===== src/rtl/satarith_pkg.sv =====
package satarith_pkg;

  // Strobes passed from the control section to the datapath section.
  typedef struct packed {
    logic capture;   // load a new result and its flags
    logic setSat;    // current request overflows
    logic clrSat;    // software clear of the sticky bit
  } satStrobe_t;

  typedef enum logic {
    OP_ADD = 1'b0,
    OP_SUB = 1'b1
  } satOp_e;

endpackage


===== src/rtl/sat_addsub_datapath.sv =====
module sat_addsub_datapath
  import satarith_pkg::*;
#(
  parameter int WIDTH = 32
) (
  input  logic             clk,
  input  logic             rstN,
  input  satStrobe_t       strobe,
  input  logic             opSub,
  input  logic [WIDTH-1:0] srcA,
  input  logic [WIDTH-1:0] srcB,
  output logic             ovfNow,
  output logic [WIDTH-1:0] resData,
  output logic             flagOvf,
  output logic             flagNeg,
  output logic             flagZero
);

  localparam int EXT = WIDTH + 1;
  localparam logic [WIDTH-1:0] POS_MAX = {1'b0, {(WIDTH-1){1'b1}}};
  localparam logic [WIDTH-1:0] NEG_MAX = {1'b1, {(WIDTH-1){1'b0}}};

  logic [EXT-1:0]   extA;
  logic [EXT-1:0]   extB;
  logic [EXT-1:0]   wide;
  logic [WIDTH-1:0] clampVal;
  logic [WIDTH-1:0] outVal;

  // Sign-extend by one bit so the true sign survives any overflow.
  assign extA = {srcA[WIDTH-1], srcA};
  assign extB = {srcB[WIDTH-1], srcB};

  always_comb begin
    if (satOp_e'(opSub) == OP_SUB) wide = extB - extA;
    else                           wide = extB + extA;
  end

  // Result overflows when the extension bit disagrees with the sign bit.
  assign ovfNow   = wide[EXT-1] ^ wide[WIDTH-1];
  assign clampVal = wide[EXT-1] ? NEG_MAX : POS_MAX;
  assign outVal   = ovfNow ? clampVal : wide[WIDTH-1:0];

  always_ff @(posedge clk or negedge rstN) begin
    if (!rstN) begin
      resData  <= '0;
      flagOvf  <= 1'b0;
      flagNeg  <= 1'b0;
      flagZero <= 1'b0;
    end else if (strobe.capture) begin
      resData  <= outVal;
      flagOvf  <= ovfNow;
      flagNeg  <= outVal[WIDTH-1];
      flagZero <= (outVal == '0);
    end
  end

endmodule


===== src/rtl/sat_addsub_control.sv =====
module sat_addsub_control
  import satarith_pkg::*;
(
  input  logic       clk,
  input  logic       rstN,
  input  logic       opValid,
  input  logic       satClear,
  input  logic       ovfNow,
  output satStrobe_t strobe,
  output logic       resValid,
  output logic       flagSat
);

  always_comb begin
    strobe.capture = opValid;
    strobe.setSat  = opValid & ovfNow;
    strobe.clrSat  = satClear;
  end

  always_ff @(posedge clk or negedge rstN) begin
    if (!rstN) begin
      resValid <= 1'b0;
      flagSat  <= 1'b0;
    end else begin
      resValid <= strobe.capture;
      // A set in the same cycle as a clear takes priority.
      if (strobe.setSat)      flagSat <= 1'b1;
      else if (strobe.clrSat) flagSat <= 1'b0;
    end
  end

endmodule


===== src/rtl/sat_addsub_unit.sv =====
module sat_addsub_unit
  import satarith_pkg::*;
#(
  parameter int WIDTH = 32
) (
  input  logic             clk,
  input  logic             rstN,
  input  logic             opValid,
  input  logic             opSub,
  input  logic [WIDTH-1:0] srcA,
  input  logic [WIDTH-1:0] srcB,
  input  logic             satClear,
  output logic             resValid,
  output logic [WIDTH-1:0] resData,
  output logic             flagOvf,
  output logic             flagNeg,
  output logic             flagZero,
  output logic             flagSat
);

  satStrobe_t strobe;
  logic       ovfNow;

  sat_addsub_control u_ctrl (
    .clk      (clk),
    .rstN     (rstN),
    .opValid  (opValid),
    .satClear (satClear),
    .ovfNow   (ovfNow),
    .strobe   (strobe),
    .resValid (resValid),
    .flagSat  (flagSat)
  );

  sat_addsub_datapath #(.WIDTH(WIDTH)) u_dp (
    .clk      (clk),
    .rstN     (rstN),
    .strobe   (strobe),
    .opSub    (opSub),
    .srcA     (srcA),
    .srcB     (srcB),
    .ovfNow   (ovfNow),
    .resData  (resData),
    .flagOvf  (flagOvf),
    .flagNeg  (flagNeg),
    .flagZero (flagZero)
  );

endmodule


===== config.mk =====
export PLATFORM = sky130hd
export DESIGN_NAME = sat_addsub_unit
export DESIGN_NICKNAME = d
export VERILOG_FILES = /design/src/rtl/satarith_pkg.sv /design/src/rtl/sat_addsub_datapath.sv /design/src/rtl/sat_addsub_control.sv /design/src/rtl/sat_addsub_unit.sv
export SDC_FILE = /design/constraint.sdc
export NUM_CORES = 1
export LEC_CHECK = 0
export BUFFER_PORTS_ARGS = -buffer_cell sky130_fd_sc_hd__buf_2
export CAP_MARGIN = 10
export CORE_MARGIN = 1.5
export CORE_UTILIZATION = 51
export CTS_BUF_LIST = sky130_fd_sc_hd__clkbuf_8
export CTS_CLUSTER_SIZE = 10
export DETAILED_ROUTE_END_ITERATION = 8
export GPL_ROUTABILITY_DRIVEN = 0
export PLACE_DENSITY = 0.91
export SYNTH_ARGS = -nofsm -noshare
export SYNTH_HDL_FRONTEND = slang
export SYNTH_HIERARCHICAL = 1
export SYNTH_SLANG_ARGS = --single-unit
export TNS_END_PERCENT = 20

===== constraint.sdc =====
create_clock -name clk -period 0.9 [get_ports clk]
set_clock_uncertainty 0.2 [all_clocks]
set_input_delay 0.09 -clock clk [delete_from_list [all_inputs] [get_ports clk]]
set_output_delay 0.09 -clock clk [all_outputs]
set_load 0.005 [all_outputs]

**Yosys cells after proc, flatten, opt, wreduce, memory -nomap -nowiden**

Index checks and enable logic that the tools add are counted.

- Register bits: 37
- Bits of input ports: 69

- Reduce and logical (&&, ||, !) cells: 2
- Add/subtract/negate cells: 2
- Mux-type cells: 5
- Bitwise gates (word level): 2

Operator list:

| operator | count |
|---|---|
| 2-to-1 mux 32 bit | 2 |
| adder 32 x 32 -> 33 bit | 1 |
| 2-to-1 mux 33 bit | 1 |
| subtractor 32 x 32 -> 33 bit | 1 |
| logical NOT 32 bit | 1 |
| 2-to-1 mux 1 bit | 2 |
| nonzero test 2 bit | 1 |
| AND 1 bit | 1 |
| XOR 1 bit | 1 |

**Logic depth before layout (Yosys ltp)**

Gate-level depths: netlist of the first run.

- Depth after elaboration: 5
- Depth in mapped cells: 19
- Depth with buffers taken out: 18

**By module**

Netlist of the first run, hierarchy kept.

Modules (own cells, without submodules):

| module | times used | area an instance (um^2) | cells an instance | seq. area each (um^2) |
|---|---|---|---|---|
| sat_addsub_datapath | 1 | 4105.2 | 532 | 850.8 |
| sat_addsub_control | 1 | 85.1 | 7 | 50.0 |

**Least setup slack after synthesis of the first run**

No wires, ideal clock.

- Path kind: input -> register
- From: input port srcA[12]
- To: register u_dp.flagZero
- Slack: -3390 ps
- Required time: 578 ps
- Arrival: 3968 ps
- Cell stages on the path: 17
- Library setup time: 122 ps
- Cells stage by stage: or4_1 > or3_1 > nor3_1 > and3_1 > a21oi_1 > xnor2_1 > ha_1 > a21o_1 > a211o_1 > a21oi_1 > a31oi_1 > a31o_2 > xnor2_2 > nand2_1 > clkbuf_1 > o21ai_0 > a32o_1

- Word-level cells in the longest chain between the ends: 5

RTL lines:

| item | line | text |
|---|---|---|
| from (decl) | sat_addsub_unit.sv:10 | `input logic [WIDTH-1:0] srcA,` |
| adder 32 x 32 -> 33 bit or subtractor 32 x 32 -> 33 bit (tied branches) | sat_addsub_datapath.sv:35, sat_addsub_datapath.sv:34 |  |
| 2-to-1 mux 33 bit * | sat_addsub_datapath.sv:34 | `if (satOp_e'(opSub) == OP_SUB) wide = extB - extA;` |
| 2-to-1 mux 32 bit or XOR 1 bit (tied branches) | sat_addsub_datapath.sv:40, sat_addsub_datapath.sv:39 |  |
| 2-to-1 mux 32 bit * | sat_addsub_datapath.sv:41 | `assign outVal = ovfNow ? clampVal : wide[WIDTH-1:0];` |
| logical NOT 32 bit * | sat_addsub_datapath.sv:53 | `flagZero <= (outVal == '0);` |
| to (signal assigned) | sat_addsub_datapath.sv:53 |  |
| to (decl) | sat_addsub_datapath.sv:16 | `output logic flagZero` |

Every way passes the cells marked *; elsewhere a longest branch is shown, timed or not.
A chain may end at the register's enable or synchronous reset.

**Final worst setup path of the first run**

Same ends and word-level chain as after synthesis.

==> results of run 1 <==
how the worst max path moves through the flow:
stage	slack [ps]	cells after the start	to
after floorplan	-3200	16	u_dp/flagZero
after global placement	-3360	17	u_dp/flagZero
after detailed placement	-3530	16	u_dp/flagZero
after CTS	-3140	17	u_dp/flagZero
after global routing	-4150	17	u_dp/flagZero
final	-3870	17	u_dp/flagZero
metrics by stage:
stage	hold slack (ps)	total power, mW
after floorplan	-406	6.27
after global placement	-140	9.51
after detailed placement	-136	10.0
after CTS	-124	11.8
after global routing	-81.0	14.8
final	-78.4	14.3
registers in the layout (all words and copies together) (netlist names):
register	count
u_dp/resData	32
u_ctrl/flagSat	1
u_ctrl/resValid	1
u_dp/flagOvf	1
u_dp/flagZero	1
tightest hold or removal path, cell delays in order:
cell,delay (ps)
buf_2,90
inv_1,50
a21o_1,140
cell type report:
cell class                      instances  area [µm²]
Multi-Input combinational cell        451        3510
Clock buffer                            5        68.8
Inverter                               30         113
Fill cell                             293         823
Clock inverter                          3        42.5
Tap cell                              102         128
Sequential cell                        36         901
Timing Repair Buffer                  321        2270
routing by layer:
metal / wire [µm] / up-vias / track usage, %
li1: - / 2594 / -
met1: 7440 / 2901 / 43.2
met2: 9740 / 817 / 67.8
met3: 2950 / 347 / 6.18
met4: 2820 / 0 / 26.0
met5: 0 / - / 0
power breakdown:
group | leakage [nW] | switching (mW) | internal, mW
clock | 0.0541 | 0.602 | 0.820
sequential | 0.438 | 0.482 | 2.27
combinational | 2.99 | 5.21 | 4.91
cell usage in the layout (no fill, tap or decap), types with 4 or more instances in the layout:
cell	n
a211oi_2	5
a21o_1	19
a21oi_1	59
a21oi_2	14
a31oi_1	7
and3_1	6
buf_2	102
buf_4	197
buf_6	17
clkbuf_8	5
dfrtp_1	36
ha_1	30
inv_1	29
mux2_4	6
nand2_1	26
nand2b_1	6
nand3_1	12
nand4_1	7
nor2_1	41
nor2_2	6
nor2_4	4
nor3_1	16
o211ai_1	12
o21a_1	4
o21ai_0	8
o21ai_1	14
o2bb2ai_2	5
o31ai_1	4
xnor2_1	50
xnor2_2	4
xor2_1	4
what timing repair did:
action | CTS | global route
endpoints found under the hold margin | 37 | 1
resized for setup | 32 | 71
endpoints found under the setup margin | 72 | 72
buffers inserted | 3 | 20
gates cloned | 1 | 3
pin swaps | 9 | 27
==> run metrics, run 1 <==
Max Slew Vio Count=0; crit path DAT=about 4800 ps; FF-to-FF Start=u_dp/resData[14]; Rel. slew slack=between 30% and 40%; reg2reg path depth=1; H-tree level count=2; Ant. Diodes=0; critical path class=in2reg; unrepaired setup endpoints after global routing=yes; clk_lat worst skew=approximately 280 ps; CP max stage cell=or4_4; I/O Pins=around 110; Initial DRC Count=approximately 1,200; clk sink count=36; Post-Route WL=23.0 mm; VDD IR-drop max=~0.9 mV; Avg Inst Size Synth=about 7.8 µm²; cts bufs inserted=5; CP cell instances=buf_6, or4_4, or3_4, nor2_2, a21oi_1, xnor2_1, ha_1, a21oi_2, a21boi_0, a311oi_2, o41ai_2, a21oi_1, o21bai_1, xnor2_1, nand2_1, a2111oi_2, a32o_1; dpl ws=-3530 ps; total global-route track usage=about 39%; via count=about 6,700; FP Rows=32; CORE AREA=7850 µm²; crit path time final=roughly 4800 ps; worst setup margin=-3870 ps; Worst EP required=about 910 ps; outcome=finished, violations left; drt pass-1 iters=9; CP max FO=4; Clock Tree Root=clkbuf_8; WP buf/inv=1; TritonCTS clock tree=yes; RR Endpoint=u_dp/resData[14]; family with the most delay on the worst path=compound AO/OA/AOI/OAI gates; hold path start=satClear; slowest stage delay, CP=520 ps; Mapped Area=4180 µm²; Mapped Cells=around 540; routed len/inst=between 20 and 25 µm; Post-DP HPWL=around 13 mm; largest net degree at the start of global routing=40; count of input and output buffers=around 110; Setup crit start kind=primary input; layout cell share with drive strength beyond 1=around 49%; Worst-Margin Slew=942 ps; Worst R2R Setup Slack=-110 ps; vias in the first global route=between 5,000 and 6,000; Placed Instances=between 900 and 1,000; Setup Viol. Count Final=approximately 70; GR Overflow Total=0; first-pass GRT wire length=27.2 mm; Max Cap Viol=0; Pwr Density=~2000 nW/µm²; setup total negative slack=-130,870 ps; Final Hold Viols=1; final net count=~950; Vias/cell=approximately 7; Die W=93.6 µm; cts-stage hold buffer count=1; Layout Utilization=about 90%; Max clock buf depth=2; Layout area overhead=67.9%; yosys warns=6; Fmax=210 MHz; P_leak=3.48 nW; worst hold slack=-78.4 ps; failing checks=design-rule violations, negative hold slack, negative setup slack; hold depth=3; Hold Path Sink=u_ctrl/flagSat; non-filler cells, final=948; Worst-path clk slew=around 70 ps; crit path from=srcA[12]; Placement Cell Area=between 6000 and 7000 µm²; die height=around 94 µm; CP endpoint kind=flop; Post-Syn Nets=approximately 640; die area=a little under 9000 µm²; DRC=just under 80; design area=~7000 µm²; Tcrit/Tclk final=530%; initial antenna violation count=0; initial core utilization=53.3%; worst hold path type=in2reg; antenna-violating nets left=0
(Power assumes the default switching activity.)
==> inputs of run 2 (changes only) <==
--- a/config.mk
+++ b/config.mk
@@ -13,6 +13,7 @@
 export CTS_CLUSTER_SIZE = 10
 export DETAILED_ROUTE_END_ITERATION = 8
 export GPL_ROUTABILITY_DRIVEN = 0
+export GPL_TIMING_DRIVEN = 0
 export PLACE_DENSITY = 0.91
 export SYNTH_ARGS = -nofsm -noshare
 export SYNTH_HDL_FRONTEND = slang
==> run 2 against run 1 <==
The run ends with negative hold slack, negative setup slack left; combinational power shrank 33%; clock power grew 9%; setup slack gained 440 ps; maximum frequency grew 10%; critical path depth is the same; largest cell class unchanged.
==> run metrics, run 2 (same netlist as run 1, synthesis figures left out) <==
worst hold path type=in2async (was in2reg); Die W=93.6 µm (unchanged); via count=4,849 (was 6,659); Max Cap Viol=0 (unchanged); Post-DP HPWL=9.83 mm (was 13.0 mm); met2 Usage GRT=49.9% (was 67.8%); Layout area overhead=34.4% (was 67.9%); P_leak=2.59 nW (was 3.48 nW); Setup crit start kind=primary input (unchanged); initial antenna violation count=0 (unchanged); VDD IR-drop max=1.02 mV (was 0.923 mV); TritonCTS clock tree=yes (unchanged); vias in the first global route=4,349 (was 5,901); failing checks=negative hold slack, negative setup slack (was design-rule violations, negative hold slack, negative setup slack); Pwr Density=1960 nW/µm² (was 2040 nW/µm²); I/O Pins=106 (unchanged); cts bufs inserted=5 (unchanged); Max Slew Vio Count=0 (unchanged); worst hold slack=-329 ps (was -78.4 ps); initial core utilization=53.3% (unchanged); critical path class=in2reg (unchanged); Worst EP required=920 ps (was 910 ps); commonest non-fill, non-tap cell in the layout=buf_2 (was buf_4); Max clock buf depth=2 (unchanged); met1 Track Usage GR=35.5% (was 43.2%); Multi-input gate area=3440 µm² (was 3510 µm²); drt pass-1 iters=5 (was 9); clk_lat worst skew=280 ps (about the same); clk sink count=36 (unchanged); CORE AREA=7850 µm² (unchanged); Setup Viol. Count Final=72 (unchanged); max reg flops=32 (unchanged); first-pass GRT wire length=19.7 mm (was 27.2 mm); Initial DRC Count=294 (was 1,176); fill cell count=566 (was 293); layout cell share with drive strength beyond 1=33.0% (was 49.1%); CP endpoint kind=flop (unchanged); Layout Utilization=71.6% (was 89.5%); die area=8750 µm² (unchanged); routed len/inst=17.3 µm (was 24.2 µm); worst setup margin=-3430 ps (was -3870 ps); Final Hold Viols=37 (was 1); Vias/cell=6.21 (was 7.02); Clock Tree Root=clkbuf_8 (unchanged); antenna-violating nets left=0 (unchanged); most frequent cells in the layout=103 x buf_2, 66 x a21oi_1, 49 x xnor2_1, 48 x nor2_1, 36 x dfrtp_1 (was 197 x buf_4, 102 x buf_2, 59 x a21oi_1, 50 x xnor2_1, 41 x nor2_1); Ant. Diodes=0 (unchanged); crit path time final=4330 ps (was 4770 ps); flip-flop and latch area=901 µm² (unchanged); Worst-path clk slew=80 ps (was 70 ps); crit path DAT=4360 ps (was 4780 ps); H-tree level count=2 (unchanged); Biggest register=u_dp/resData (unchanged); Worst-Margin Slew=826 ps (was 942 ps); Tcrit/Tclk final=481% (was 530%); total global-route track usage=27.7% (was 38.8%); Top Usage Layer GRT=met2 (unchanged); GR Overflow Total=0 (unchanged); largest net degree at the start of global routing=37 (was 40); final net count=781 (was 948); CP max FO=7 (was 4); dpl ws=-3950 ps (was -3530 ps); count of input and output buffers=105 (unchanged); Fmax=231 MHz (was 210 MHz); DRC=0 (was 77); die height=93.6 µm (unchanged); outcome=finished, violations left (unchanged); FP Rows=32 (unchanged); Post-Route WL=13.5 mm (was 23.0 mm); reg2reg path depth=1 (unchanged); Rel. slew slack=44.4% (was 36.7%); cts-stage hold buffer count=1 (unchanged); met3 GRT Util=2.20% (was 6.18%); unrepaired setup endpoints after global routing=yes (unchanged)
## run 2: changes by cell type in the layout (fill, tap and decap cells not counted), sizes merged
cell,previous run,this run
buf,319,142
clkbuf,6,20
clkinv,1,0
clkinvlp,1,0
nand2b,8,7
nor2,51,50
## run 2: per-layer routing
layer	wire, µm	share of wire (%)
met5	0	0
met4	360	2.7
met3	878	6.5
met2	6760	50
met1	5470	41
## run 2: power by group
part / internal, mW / switching (mW)
clock network: 0.978 / 0.573
registers: 2.27 / 0.406
logic: 3.14 / 3.63
## run 2: layout make-up
cell class / count / share of cell area (%)
Buffer: 18 / 1.98
Clock buffer: 7 / 1.71
Clock inverter: 1 / 0.534
Inverter: 30 / 2.00
Multi-Input combinational cell: 449 / 61.2
Sequential cell: 36 / 16.0
Tap cell: 102 / 2.27
Timing Repair Buffer: 138 / 14.3
## run 2: worst max-delay path: stages
cell,delay [ps]
buf_2,120
or4_4,570
or4_4,460
nor3_4,200
a21oi_1,140
xnor2_1,240
ha_1,280
a21o_1,190
a21o_1,170
a21o_1,210
o41ai_1,540
a211oi_2,130
o211ai_4,170
buf_6,170
xnor2_4,100
a2111oi_4,370
a32o_1,200
## run 2: final timing paths
| check | start | end | slack (ps) |
|---|---|---|---|
| setup / recovery | srcA[18] | u_dp/flagZero | -3430 |
| hold / removal | rstN | u_dp/resData[3] | -330 |
| setup reg to reg | u_dp/resData[15] | u_dp/resData[15] | -110 |
| hold reg to reg | u_ctrl/flagSat | u_ctrl/flagSat | 280 |
| max in group asynchronous | rstN | u_dp/resData[19] | 330 |
| min in group clk | satClear | u_ctrl/flagSat | -120 |
## run 2: through the flow
stage                     instance area, µm²  total power, mW  std cells  TNS [ps]  hold slack (ps)
after floorplan                         4310             6.27        538   -106620             -406
after global placement                  4960             7.86        745   -122880            -8.54
after detailed placement                4960             8.11        745   -127620             9.35
after CTS                               5330             10.1        770   -118770             -301
after global routing                    5620             11.6        781   -127730             -272
final                                   5620             11.0        781   -122750             -329
## run 2: timing repair
item | CTS | global route
setup buffers | 17 | 13
cloned | 1 | 1
pin swaps | 23 | 27
gates resized for setup | 27 | 44
hold endpoints to repair | 38 | 37
endpoints found under the setup margin | 72 | 72
==> inputs of run 3 (changes only) <==
--- a/config.mk
+++ b/config.mk
@@ -7,13 +7,13 @@
 export LEC_CHECK = 0
 export BUFFER_PORTS_ARGS = -buffer_cell sky130_fd_sc_hd__buf_2
 export CAP_MARGIN = 10
+export CORE_ASPECT_RATIO = 1.25
 export CORE_MARGIN = 1.5
 export CORE_UTILIZATION = 51
 export CTS_BUF_LIST = sky130_fd_sc_hd__clkbuf_8
 export CTS_CLUSTER_SIZE = 10
 export DETAILED_ROUTE_END_ITERATION = 8
 export GPL_ROUTABILITY_DRIVEN = 0
-export GPL_TIMING_DRIVEN = 0
 export PLACE_DENSITY = 0.91
 export SYNTH_ARGS = -nofsm -noshare
 export SYNTH_HDL_FRONTEND = slang
==> run 3 against run 2 <==
Largest power group unchanged; die area about the same; via count increased by 28%; flip-flop and latch count did not move; the run still ends with negative hold slack, negative setup slack left; cell count up 19%; combinational power is 39% higher; cell area up 23%; critical path depth is 3 higher; sequential share of layout area down 3.0 points; clock-buffer cell count down 2; register-to-register slack about the same; core utilization grew 16 points; setup slack worse by 130 ps.
==> run metrics, run 3 (same netlist as run 1, synthesis figures left out) <==
GR Overflow Total=0 (unchanged); FP Rows=36 (was 32); TritonCTS clock tree=yes (unchanged); Hold Path Sink=u_ctrl/flagSat; failing checks=negative hold slack, negative setup slack (unchanged); hold path start=satClear; RR Endpoint=u_dp/resData[9] (was u_dp/resData[15]); largest net degree at the start of global routing=40 (was 37); fill cell count=339 (was 566); max reg flops=32 (unchanged); Post-Route WL=20.0 mm (was 13.5 mm); hold depth=3; Max Cap Viol=0 (unchanged); reg2reg path depth=1 (unchanged); routed len/inst=21.6 µm (was 17.3 µm); clock share of power=8.6% (was 14.1%); cts-stage hold buffer count=1 (unchanged); Clock Tree Root=clkbuf_8 (unchanged); Layout Utilization=87.6% (was 71.6%); FF-to-FF Start=u_dp/resData[9] (was u_dp/resData[15]); Placement Cell Area=6290 µm² (was 4960 µm²); Fmax=224 MHz (was 231 MHz); via count=6,193 (was 4,849); drt pass-1 iters=7 (was 5); worst hold slack=-130 ps (was -329 ps); I/O Pins=106 (unchanged); Seq pwr share=20.4% (was 24.3%); Worst R2R Setup Slack=-120 ps (was -110 ps); Max clock buf depth=2 (unchanged); CORE AREA=7880 µm² (was 7850 µm²); die height=104 µm (was 93.6 µm); worst setup margin=-3560 ps (was -3430 ps); Worst-path clk slew=80 ps (about the same); Sw Share=43.6% (was 41.9%); Biggest register=u_dp/resData (unchanged); Die W=84 µm (was 93.6 µm); antenna-violating nets left=0 (unchanged); most frequent cells in the layout=187 x buf_4, 101 x buf_2, 57 x a21oi_1, 50 x xnor2_1, 44 x nor2_1 (was 103 x buf_2, 66 x a21oi_1, 49 x xnor2_1, 48 x nor2_1, 36 x dfrtp_1); final net count=934 (was 781); Pwr Density=1920 nW/µm² (was 1960 nW/µm²); P_leak=3.38 nW (was 2.59 nW); CP endpoint kind=flop (unchanged); cts bufs inserted=5 (unchanged); Max Slew Vio Count=0 (unchanged); Post-DP HPWL=12.6 mm (was 9.83 mm); NetSw=5.78 mW (was 4.61 mW); count of input and output buffers=105 (unchanged); clk_lat worst skew=280 ps (about the same); design area=6910 µm² (was 5620 µm²); Worst-Margin Slew=667 ps (was 826 ps); commonest non-fill, non-tap cell in the layout=buf_4 (was buf_2); P_int=7.48 mW (was 6.39 mW); critical path class=in2reg (unchanged); Initial DRC Count=705 (was 294); Worst EP required=930 ps (was 920 ps); crit path time final=4460 ps (was 4330 ps); first-pass GRT wire length=26.1 mm (was 19.7 mm); Rel. slew slack=55.1% (was 44.4%); outcome=finished, violations left (unchanged); total global-route track usage=35.9% (was 27.7%); Final Hold Viols=1 (was 37); Layout area overhead=65.1% (was 34.4%); initial core utilization=53.1% (was 53.3%); H-tree level count=2 (unchanged); CP max FO=7 (unchanged); DRC=0 (unchanged); initial antenna violation count=0 (unchanged); Ant. Diodes=0 (unchanged); die area=8760 µm² (was 8750 µm²); Setup Viol. Count Final=72 (unchanged); vias in the first global route=5,810 (was 4,349); crit path DAT=4500 ps (was 4360 ps); Vias/cell=6.68 (was 6.21); VDD IR-drop max=2.23 mV (was 1.02 mV); worst hold path type=in2reg (was in2async); unrepaired setup endpoints after global routing=yes (unchanged); clk sink count=36 (unchanged); Tcrit/Tclk final=496% (was 481%); Setup crit start kind=primary input (unchanged); logic gate share of total power=70.9% (was 61.6%); layout cell share with drive strength beyond 1=48.3% (was 33.0%)
==> run 3: what timing repair did <==
item                                   CTS  global route
pin swaps                                6            48
endpoints found under the hold margin   37             1
setup buffers                            5            10
setup endpoints to repair               72            72
gates cloned                             1             0
resized for setup                       13            80
==> run 3: power groups by stage <==
stage	logic, mW	registers, mW	clock network, mW
finish	9.40	2.71	1.15
detailed placement	7.43	2.69	0
global placement	7.01	2.63	0
global route	9.71	2.76	1.22
CTS	7.69	2.66	1.13
floorplan	3.59	2.68	0
==> run 3: how the worst max path moves through the flow <==
stage                                  end     start  slack, ps  cells after the start
after global placement       u_dp/flagZero  srcA[12]      -3320                     17
after detailed placement     u_dp/flagZero  srcA[12]      -3650                     18
after global routing      u_dp/resData[28]  srcA[17]      -3580                     20
after CTS                    u_dp/flagZero  srcA[11]      -3210                     18
after floorplan              u_dp/flagZero  srcA[12]      -3200                     16
final                     u_dp/resData[15]  srcA[17]      -3560                     20
==> run 3: per-stage QoR <==
step	cells	setup WS (ps)	hold WS, ps	setup TNS [ps]	power [mW]
final	927	-3560	-130	-125850	13.3
after detailed placement	902	-3650	-137	-120030	10.1
after global routing	927	-3580	-125	-127800	13.7
after CTS	917	-3210	-130	-115020	11.5
after global placement	902	-3320	-141	-112910	9.64
after floorplan	538	-3200	-406	-106620	6.27
==> run 3: cell type report <==
cell class	instances	area, µm²	area share, %
tap	95	119	1.72
inverter	30	113	1.63
clock inverter	3	18.8	0.272
timing repair buffer	308	2170	31.4
multi-input combinational	450	3510	50.9
sequential	36	901	13.0
clock buffer	5	68.8	0.996
==> run 3: critical path, stage by stage <==
cell	delay, ps
buf_6	90
or4_4	520
or4_4	520
nor3_4	250
buf_4	150
buf_4	110
a21oi_4	60
xnor2_2	170
ha_4	330
nand2_2	90
nor2_1	420
nor3_2	110
a31oi_2	270
a31o_4	220
xor2_4	260
buf_4	170
buf_6	120
nand2b_4	110
a21oi_2	230
mux2_2	200
==> run 3: per-layer routing <==
metal / vias up / GRT usage (%) / wire length (µm)
li1: 2552 / - / -
met1: 2804 / 38.6 / 6850
met2: 622 / 65.1 / 9450
met3: 215 / 6.03 / 1970
met4: 0 / 21.1 / 1770
met5: - / 0 / 0
